### src/rtl/dp_alu_pkg.sv
package dp_alu_pkg;
  typedef enum logic [3:0] {
    OP_AND = 4'd0,  OP_EOR = 4'd1,  OP_SUB = 4'd2,  OP_RSB = 4'd3,
    OP_ADD = 4'd4,  OP_ADC = 4'd5,  OP_SBC = 4'd6,  OP_RSC = 4'd7,
    OP_TST = 4'd8,  OP_TEQ = 4'd9,  OP_CMP = 4'd10, OP_CMN = 4'd11,
    OP_ORR = 4'd12, OP_MOV = 4'd13, OP_BIC = 4'd14, OP_MVN = 4'd15
  } alu_op_e;

  typedef struct packed {
    logic n;
    logic z;
    logic c;
    logic v;
  } flags_t;

  function automatic logic op_is_test(alu_op_e op);
    return op inside {OP_TST, OP_TEQ, OP_CMP, OP_CMN};
  endfunction

  function automatic logic op_is_arith(alu_op_e op);
    return op inside {OP_SUB, OP_RSB, OP_ADD, OP_ADC, OP_SBC, OP_RSC, OP_CMP, OP_CMN};
  endfunction
endpackage

### src/rtl/dp_alu_logic.sv
module dp_alu_logic
  import dp_alu_pkg::*;
#(
  parameter int WIDTH = 32
) (
  input  alu_op_e          op_i,
  input  logic [WIDTH-1:0] a_i,
  input  logic [WIDTH-1:0] b_i,
  output logic [WIDTH-1:0] res_o
);
  always_comb begin
    unique case (op_i)
      OP_AND, OP_TST: res_o = a_i & b_i;
      OP_EOR, OP_TEQ: res_o = a_i ^ b_i;
      OP_ORR:         res_o = a_i | b_i;
      OP_MOV:         res_o = b_i;
      OP_BIC:         res_o = a_i & ~b_i;
      OP_MVN:         res_o = ~b_i;
      default:        res_o = '0;
    endcase
  end
endmodule

### src/rtl/dp_alu_arith.sv
module dp_alu_arith
  import dp_alu_pkg::*;
#(
  parameter int WIDTH = 32
) (
  input  alu_op_e          op_i,
  input  logic [WIDTH-1:0] a_i,
  input  logic [WIDTH-1:0] b_i,
  input  logic             cin_i,
  output logic [WIDTH-1:0] res_o,
  output logic             c_o,
  output logic             v_o
);
  localparam int MSB = WIDTH - 1;

  logic             swap, subtract, chain;
  logic [WIDTH-1:0] x, y, k, tmp;
  logic [WIDTH:0]   sum1, sum2;
  logic             c1, c2, v1, v2;

  always_comb begin
    swap     = op_i inside {OP_RSB, OP_RSC};
    subtract = op_i inside {OP_SUB, OP_RSB, OP_SBC, OP_RSC, OP_CMP};
    chain    = op_i inside {OP_ADC, OP_SBC, OP_RSC};
    x = swap ? b_i : a_i;
    y = swap ? a_i : b_i;
    k = '0;
    // second step adds carry, or subtracts the inverted carry
    k[0] = chain & (subtract ? ~cin_i : cin_i);
    if (subtract) begin
      sum1 = {1'b0, x} - {1'b0, y};
      tmp  = sum1[MSB:0];
      c1   = ~sum1[WIDTH];
      v1   = (x[MSB] ^ y[MSB]) & (x[MSB] ^ tmp[MSB]);
      sum2 = {1'b0, tmp} - {1'b0, k};
      c2   = ~sum2[WIDTH];
      v2   = (tmp[MSB] ^ k[MSB]) & (tmp[MSB] ^ sum2[MSB]);
    end else begin
      sum1 = {1'b0, x} + {1'b0, y};
      tmp  = sum1[MSB:0];
      c1   = sum1[WIDTH];
      v1   = ~(x[MSB] ^ y[MSB]) & (x[MSB] ^ tmp[MSB]);
      sum2 = {1'b0, tmp} + {1'b0, k};
      c2   = sum2[WIDTH];
      v2   = ~(tmp[MSB] ^ k[MSB]) & (tmp[MSB] ^ sum2[MSB]);
    end
    res_o = sum2[MSB:0];
    c_o   = c1 | (chain & c2);
    v_o   = v1 | (chain & v2);
  end
endmodule

### src/rtl/dp_alu_wb_ctrl.sv
module dp_alu_wb_ctrl #(
  parameter int IDX_W  = 4,
  parameter int PC_IDX = 15
) (
  input  logic             valid_i,
  input  logic             is_test_i,
  input  logic             set_flags_i,
  input  logic             reg_shift_i,
  input  logic [IDX_W-1:0] dst_i,
  output logic             wr_en_o,
  output logic             jump_o,
  output logic             restore_o,
  output logic [1:0]       seq_o,
  output logic             int_o,
  output logic             nseq_o
);
  logic to_pc, writes;

  always_comb begin
    to_pc     = (dst_i == IDX_W'(PC_IDX));
    writes    = valid_i & ~is_test_i;
    wr_en_o   = writes & ~to_pc;
    jump_o    = writes & to_pc;
    restore_o = jump_o & set_flags_i;
    seq_o     = jump_o ? 2'd2 : 2'd1;
    int_o     = reg_shift_i;
    nseq_o    = jump_o;
  end
endmodule

### src/rtl/dp_alu.sv
module dp_alu
  import dp_alu_pkg::*;
#(
  parameter int WIDTH  = 32,
  parameter int IDX_W  = 4,
  parameter int PC_IDX = 15
) (
  input  logic             clk_i,
  input  logic             rst_ni,
  input  logic             valid_i,
  input  logic [3:0]       opcode_i,
  input  logic             set_flags_i,
  input  logic             reg_shift_i,
  input  logic [WIDTH-1:0] op_a_i,
  input  logic [WIDTH-1:0] op_b_i,
  input  logic             shift_carry_i,
  input  logic [3:0]       flags_i,
  input  logic [IDX_W-1:0] dst_i,
  output logic             valid_o,
  output logic [WIDTH-1:0] result_o,
  output logic             wr_en_o,
  output logic             jump_o,
  output logic             restore_o,
  output logic [3:0]       flags_o,
  output logic [1:0]       seq_cyc_o,
  output logic             int_cyc_o,
  output logic             nseq_cyc_o
);
  alu_op_e          op;
  flags_t           f_in, f_nxt;
  logic [WIDTH-1:0] logic_res, arith_res, res;
  logic             arith_c, arith_v, is_test, is_arith;
  logic             wr_d, jump_d, restore_d, int_d, nseq_d;
  logic [1:0]       seq_d;

  assign op   = alu_op_e'(opcode_i);
  assign f_in = flags_t'(flags_i);

  dp_alu_logic #(.WIDTH(WIDTH)) u_logic (
    .op_i (op), .a_i(op_a_i), .b_i(op_b_i), .res_o(logic_res)
  );

  dp_alu_arith #(.WIDTH(WIDTH)) u_arith (
    .op_i (op), .a_i(op_a_i), .b_i(op_b_i), .cin_i(f_in.c),
    .res_o(arith_res), .c_o(arith_c), .v_o(arith_v)
  );

  dp_alu_wb_ctrl #(.IDX_W(IDX_W), .PC_IDX(PC_IDX)) u_ctrl (
    .valid_i    (valid_i),
    .is_test_i  (is_test),
    .set_flags_i(set_flags_i),
    .reg_shift_i(reg_shift_i),
    .dst_i      (dst_i),
    .wr_en_o    (wr_d),
    .jump_o     (jump_d),
    .restore_o  (restore_d),
    .seq_o      (seq_d),
    .int_o      (int_d),
    .nseq_o     (nseq_d)
  );

  always_comb begin
    is_test  = op_is_test(op);
    is_arith = op_is_arith(op);
    res      = is_arith ? arith_res : logic_res;
    f_nxt    = f_in;
    if (is_test || set_flags_i) begin
      f_nxt.n = res[WIDTH-1];
      f_nxt.z = (res == '0);
      if (is_arith) begin
        f_nxt.c = arith_c;
        f_nxt.v = arith_v;
      end else begin
        f_nxt.c = shift_carry_i;
      end
    end
  end

  always_ff @(posedge clk_i or negedge rst_ni) begin
    if (!rst_ni) begin
      valid_o    <= 1'b0;
      result_o   <= '0;
      wr_en_o    <= 1'b0;
      jump_o     <= 1'b0;
      restore_o  <= 1'b0;
      flags_o    <= '0;
      seq_cyc_o  <= '0;
      int_cyc_o  <= 1'b0;
      nseq_cyc_o <= 1'b0;
    end else begin
      valid_o   <= valid_i;
      wr_en_o   <= wr_d;
      jump_o    <= jump_d;
      restore_o <= restore_d;
      if (valid_i) begin
        result_o   <= res;
        flags_o    <= f_nxt;
        seq_cyc_o  <= seq_d;
        int_cyc_o  <= int_d;
        nseq_cyc_o <= nseq_d;
      end
    end
  end
endmodule

### config.mk
export PLATFORM = sky130hd
export DESIGN_NAME = dp_alu
export DESIGN_NICKNAME = d
export VERILOG_FILES = /design/src/rtl/dp_alu_pkg.sv /design/src/rtl/dp_alu_logic.sv /design/src/rtl/dp_alu_arith.sv /design/src/rtl/dp_alu_wb_ctrl.sv /design/src/rtl/dp_alu.sv
export SDC_FILE = /design/constraint.sdc
export NUM_CORES = 1
export LEC_CHECK = 0
export BUFFER_PORTS_ARGS = -buffer_cell sky130_fd_sc_hd__buf_2
export CORE_UTILIZATION = 50
export DETAILED_ROUTE_END_ITERATION = 16
export PLACE_DENSITY_LB_ADDON = 0.1
export SLEW_MARGIN = 0
export SYNTH_ARGS = -nofsm -noshare
export SYNTH_HDL_FRONTEND = slang
export SYNTH_HIERARCHICAL = 1
export SYNTH_SLANG_ARGS = --single-unit
### constraint.sdc
create_clock -name clk_i -period 0.9 [get_ports clk_i]
set_input_delay 0 -clock clk_i [delete_from_list [all_inputs] [get_ports clk_i]]
set_output_delay 0 -clock clk_i [all_outputs]
set_load 0.01 [all_outputs]
======== Word-level counts from Yosys, hierarchy flattened ========
Index checks and enable logic that the tools add are counted.
operators by class
  add/subtract/negate cells ............... 4
  equal/unequal tests ..................... 16
  mux-type cells .......................... 14
  bitwise logic cells ..................... 30
  reduce and logical (&&, ||, !) cells .... 10
operator list
  operator            count
  $pmux 32 s6         1
  $mux 32             4
  $and 32x32->32      2
  $eq 4x4->1 const B  9
  $add 32x1->33       1
  $add 32x32->33      1
  $sub 32x1->33       1
  $sub 32x32->33      1
  $logic_not 32->1    1
  $not 32->32         1
  $or 32x32->32       1
  $xor 32x32->32      1
  $eq 4x3->1 const B  4
  $and 1x1->1         11
  $eq 4x2->1 const B  2
  $reduce_bool 8->1   1
  $mux 1              7
  $not 1->1           7
  $reduce_bool 5->1   1
  $xor 1x1->1         5
  $eq 4x1->1 const B  1
  $logic_not 4->1     1
  $mux 4              1
  $reduce_bool 4->1   1
  6 further kinds     8
storage, ports and cells
  register bits ........................... 44
  bits of input ports ..................... 82
  logic and storage cells ................. 83

======== Logic depth before layout (Yosys ltp) ========
  word-level depth ........................ 12
  depth in mapped cells ................... 22
  depth with buffers taken out ............ 21

======== Modules after synthesis ========
The synthesis kept the hierarchy.
by module, submodules not included
  module          instances  cells an instance  area an instance (um^2)  seq. area each (um^2)
  dp_alu_arith    1          1,028              6,789.0                  0.0
  dp_alu_logic    1          294                2,519.9                  0.0
  dp_alu          1          243                2,094.5                  1,101.1
  dp_alu_wb_ctrl  1          8                  68.8                     0.0

======== Least setup slack after synthesis ========
No wires, ideal clock.
  path type ............................... input-to-reg
  start point ............................. input opcode_i[3]
  end point ............................... register flags_o[2]
  data arrival time ....................... 4.290 ns
  required time ........................... 0.805 ns
  path slack .............................. -3.486 ns
  stages on the path ...................... 22
  cells stage by stage .................... nand3b_2 -> buf_4 -> mux2i_1 -> ha_1 -> nor3_2 -> o311ai_4 -> and3_4 -> or4b_4 -> a31oi_1 -> xnor2_1 -> and3_1 -> nand4_1 -> nor2_1 -> nor4b_1 -> ha_1 -> nor2_1 -> a21oi_1 -> nor4_1 -> nand4_1 -> nor4_2 -> a31oi_1 -> o31ai_1
on the way
  cells in the longest elaborated chain, start to end .. 9
ends and longest elaborated chain
  what                                                    RTL line                                text
  from (decl)                                             dp_alu.sv:11                            input logic [3:0] opcode_i,
  $eq 4x2->1 (tied with other cells)                      dp_alu_arith.sv:22, dp_alu_arith.sv:23
  $reduce_bool 2->1 or $reduce_bool 5->1 (tied branches)  dp_alu_arith.sv:22, dp_alu_arith.sv:23
  $mux 32 (tied with other cells)                         dp_alu_arith.sv:25                      x = swap ? b_i : a_i;
  $add 32x32->33 (tied with other cells)                  dp_alu_arith.sv:39                      sum1 = {1'b0, x} + {1'b0, y};
  $add 32x1->33 or $sub 32x1->33 (tied branches)          dp_alu_arith.sv:43, dp_alu_arith.sv:35
  $mux 32 (*)                                             dp_alu_arith.sv:30                      if (subtract) begin
  net arith_res[31]                                       dp_alu.sv:31                            logic [WIDTH-1:0] logic_res, arith_res, res;
  $mux 32 (*)                                             dp_alu.sv:65                            res = is_arith ? arith_res : logic_res;
  $logic_not 32->1 (*)                                    dp_alu.sv:69                            f_nxt.z = (res == '0);
  $mux 4 (*)                                              dp_alu.sv:67                            if (is_test || set_flags_i) begin
  to (signal assigned)                                    dp_alu.sv:97                            flags_o <= f_nxt;
  to (decl)                                               dp_alu.sv:24                            output logic [3:0] flags_o,
Mark *: on every way through the listed nets, which the timed path passes. The rest lies on a longest branch.
A chain may end at the register's enable or synchronous reset.

======== Worst setup path in the final report ========
Same ends and word-level chain as after synthesis.

==> run metrics <==
Seq/Total Area, Yosys=9.598%; Mean Syn Cell Area=7.293 µm²; status=complete, but fails checks; worst r2r src=result_o[30]$_DFFE_PN0P_; Congestion Overflow GR=0; crit path cell chain=buf_8 -> and3b_2 -> buf_12 -> buf_16 -> mux2i_1 -> o211ai_1 -> a21oi_2 -> buf_4 -> mux2i_2 -> and3_1 -> o2111a_2 -> nand3_4 -> nor3_1 -> nor4bb_2 -> a311oi_2 -> nor4_1 -> nand4_1 -> nor4_2 -> a31oi_1 -> o31ai_1; Worst setup SP type=input port; Finish-stage setup viols=37; synth warn=6; final hold slack=0.02570 ns; Tightest Pin Transition=0.5807 ns; Worst VDD drop=863.7 µV; Cell Rows=55; RSZ-0062 raised after global routing=yes; Synth top area share=9.598%; peak per-stage delay on the critical path=0.43 ns; Max Freq=235.0 MHz; leading post-synthesis cells by cell area=dfrtp_1 9.6%, ha_1 7.7%, nand2_1 5.3%; slowest CP cell=nor3_1; Routed Antenna Nets=0; vias in the first global route=15570; CP delay by family, top=simple AND/OR/NAND/NOR gates; number of synthesized flops with an enable pin=0; Root Driver=clkbuf_16; Post-DP HPWL=43140 µm; CTS tree=done; HP Class=input port to register; Netlist cell types=107; Primary FF master, synth=dfrtp_1; CP Data Arrival Time=4.47 ns; global-route wire length before repair=84330 µm; Layout fillers=1232; Critical Path Start=opcode_i[3]; ANT cells=0; share of synthesized flip-flops with an asynchronous set or reset=100.0%; # DRC=0; final wirelength=60980 µm; Critical Path Sink Type=register; post-place setup slack=-3.679 ns; TritonRoute pass-1 iters=6; CTS H-tree depth=2; CTS sink count=44; Syn Nets=1727; Tcrit/Tclk final=472.7%; final core occ=86.83%; P&R area growth vs syn=70.85%; 1st-iter DRT viols=1844; max-slew violation count=0; full die area=23550 µm²; overall power=21.49 mW; post-synthesis cell area=11470 µm²; routed len/inst=23.75 µm; clk_lat worst skew=0.29 ns; initial core utilization=50.83%; power per cell area=1097 nW/µm²; core area=22570 µm²; Critical Path RT=1.11 ns; initial antenna violation count=0; leak pwr=8.850 nW; Cells after Synth=1573; largest net degree at the start of global routing=47; final worst slack=-3.355 ns; Die W=153.5 µm; Vias/cell=6.616; HP Start=flags_i[0]; GRT Total Usage=45.52%; Final #Nets=2436; hold path cells=3; Clock Path Buffers=2; CTS buffer count=5; commonest non-fill, non-tap cell in the layout=buf_4; via count=16990; Critical Path Fanout Max=8; worst r2r dst=result_o[30]$_DFFE_PN0P_; most frequent cells in the layout=610 x buf_4, 138 x nand2_1, 131 x nor2_1; reg2reg setup slack=0.03 ns; gpl congestion=1.036; Clock Skews=0 ns; num ports=126; WHS Endpoint=flags_o[0]$_DFFE_PN0P_; min Tclk post-route=4.255 ns; max-cap violations=0; die height=153.5 µm; Slew HR=60.88%; Buf+Inv Stages, Crit Path=4; post-synth top area cell=dfrtp_1; setup TNS=-84.59 ns; Final Hold Viols=0; layout cell share with drive strength beyond 1=52.34%; violated checks=setup timing; critical path class=input port to register; synthesized flop and latch total=44; r2r worst-path depth=2; CTS clk-pin slew, worst paths=0.08 ns; IO buf count=125
==> metal layers <==
layer  share of wire [%]  wire (µm)  up-vias  global-route usage [%]
met5                   0          0        -                       0
met4                  11       6549        0                   34.67
met3                  10       6132      484                   6.408
li1                    -          -     7256                       -
met1                  34      21030     7934                   52.65
met2                  45      27270     1315                   76.34
==> through the flow <==
step / std cells / cell area, µm²
finish: 2568 / 19600
global route: 2568 / 19600
CTS: 2513 / 18380
detailed placement: 2469 / 16990
global placement: 2469 / 16990
floorplan: 1573 / 11920
==> synth_stat cells (all sizes together) (11+ instances only) <==
| library cell | instances |
|---|---|
| and3 | 27 |
| buf | 46 |
| xor2 | 25 |
| nand4 | 28 |
| nor3b | 22 |
| o21ai | 76 |
| a21o | 18 |
| and2 | 12 |
| nand2 | 162 |
| a211oi | 18 |
| ha | 71 |
| o211ai | 15 |
| nor2b | 44 |
| nor4 | 25 |
| o221ai | 34 |
| nand3b | 11 |
| dfrtp | 44 |
| clkbuf | 56 |
| mux2i | 51 |
| o22a | 31 |
| nand2b | 47 |
| nor2 | 143 |
| xnor2 | 70 |
| a22oi | 35 |
| a21oi | 69 |
| nor3 | 50 |
| nand3 | 37 |
| a31oi | 41 |
| inv | 93 |
==> state kept, by name, summed over array words and instances (netlist names) <==
| register | cells |
|---|---|
| int_cyc_o | 1 |
| nseq_cyc_o | 1 |
| result_o | 32 |
| jump_o | 1 |
| seq_cyc_o | 2 |
| flags_o | 4 |
| valid_o | 1 |
| wr_en_o | 1 |
| restore_o | 1 |
==> worst min-delay path: stages <==
cell and delay (ns):
buf_2 0.08, mux2i_1 0.06, a21oi_1 0.13
==> power breakdown <==
| part | switching [mW] | internal [mW] |
|---|---|---|
| clock network | 0.881 | 1.39 |
| registers | 0.177 | 2.27 |
| logic | 8.76 | 8.01 |
==> cells by family after synthesis <==
| logic type | synth area share, % |
|---|---|
| compound gates | 31.28 |
| xor+xnor | 7.318 |
| fa+ha+maj | 7.918 |
| buf+inv | 7.547 |
| flops | 9.598 |
| mux | 5.639 |
| simple gates | 30.70 |
==> final cells by class <==
type                       count  area, µm²  share of cell area [%]
clock buffer                   6      138.9                  0.7086
clock inverter                 2      38.79                  0.1979
inverter                      93      349.1                   1.781
multi-input combinational   1334      11330                   57.79
sequential                    44       1102                   5.624
tap                          285      356.6                   1.819
timing repair buffer         804       6287                   32.08
==> repair_timing <==
action	CTS	global route
pin swaps	90	86
setup endpoints to repair	39	39
hold buffers	2	0
gates cloned	0	1
buffers inserted	44	60
gates resized for setup	214	154
endpoints found under the hold margin	45	0
==> worst max-delay path by stage <==
| stage | to | depth (start not counted) |
|---|---|---|
| after global placement | flags_o[2]$_DFFE_PN0P_ | 22 |
| after global routing | flags_o[2]$_DFFE_PN0P_ | 21 |
| after detailed placement | flags_o[2]$_DFFE_PN0P_ | 22 |
| after floorplan | flags_o[2]$_DFFE_PN0P_ | 22 |
| after CTS | flags_o[2]$_DFFE_PN0P_ | 18 |
| final | flags_o[2]$_DFFE_PN0P_ | 20 |
(Power assumes the default switching activity.)
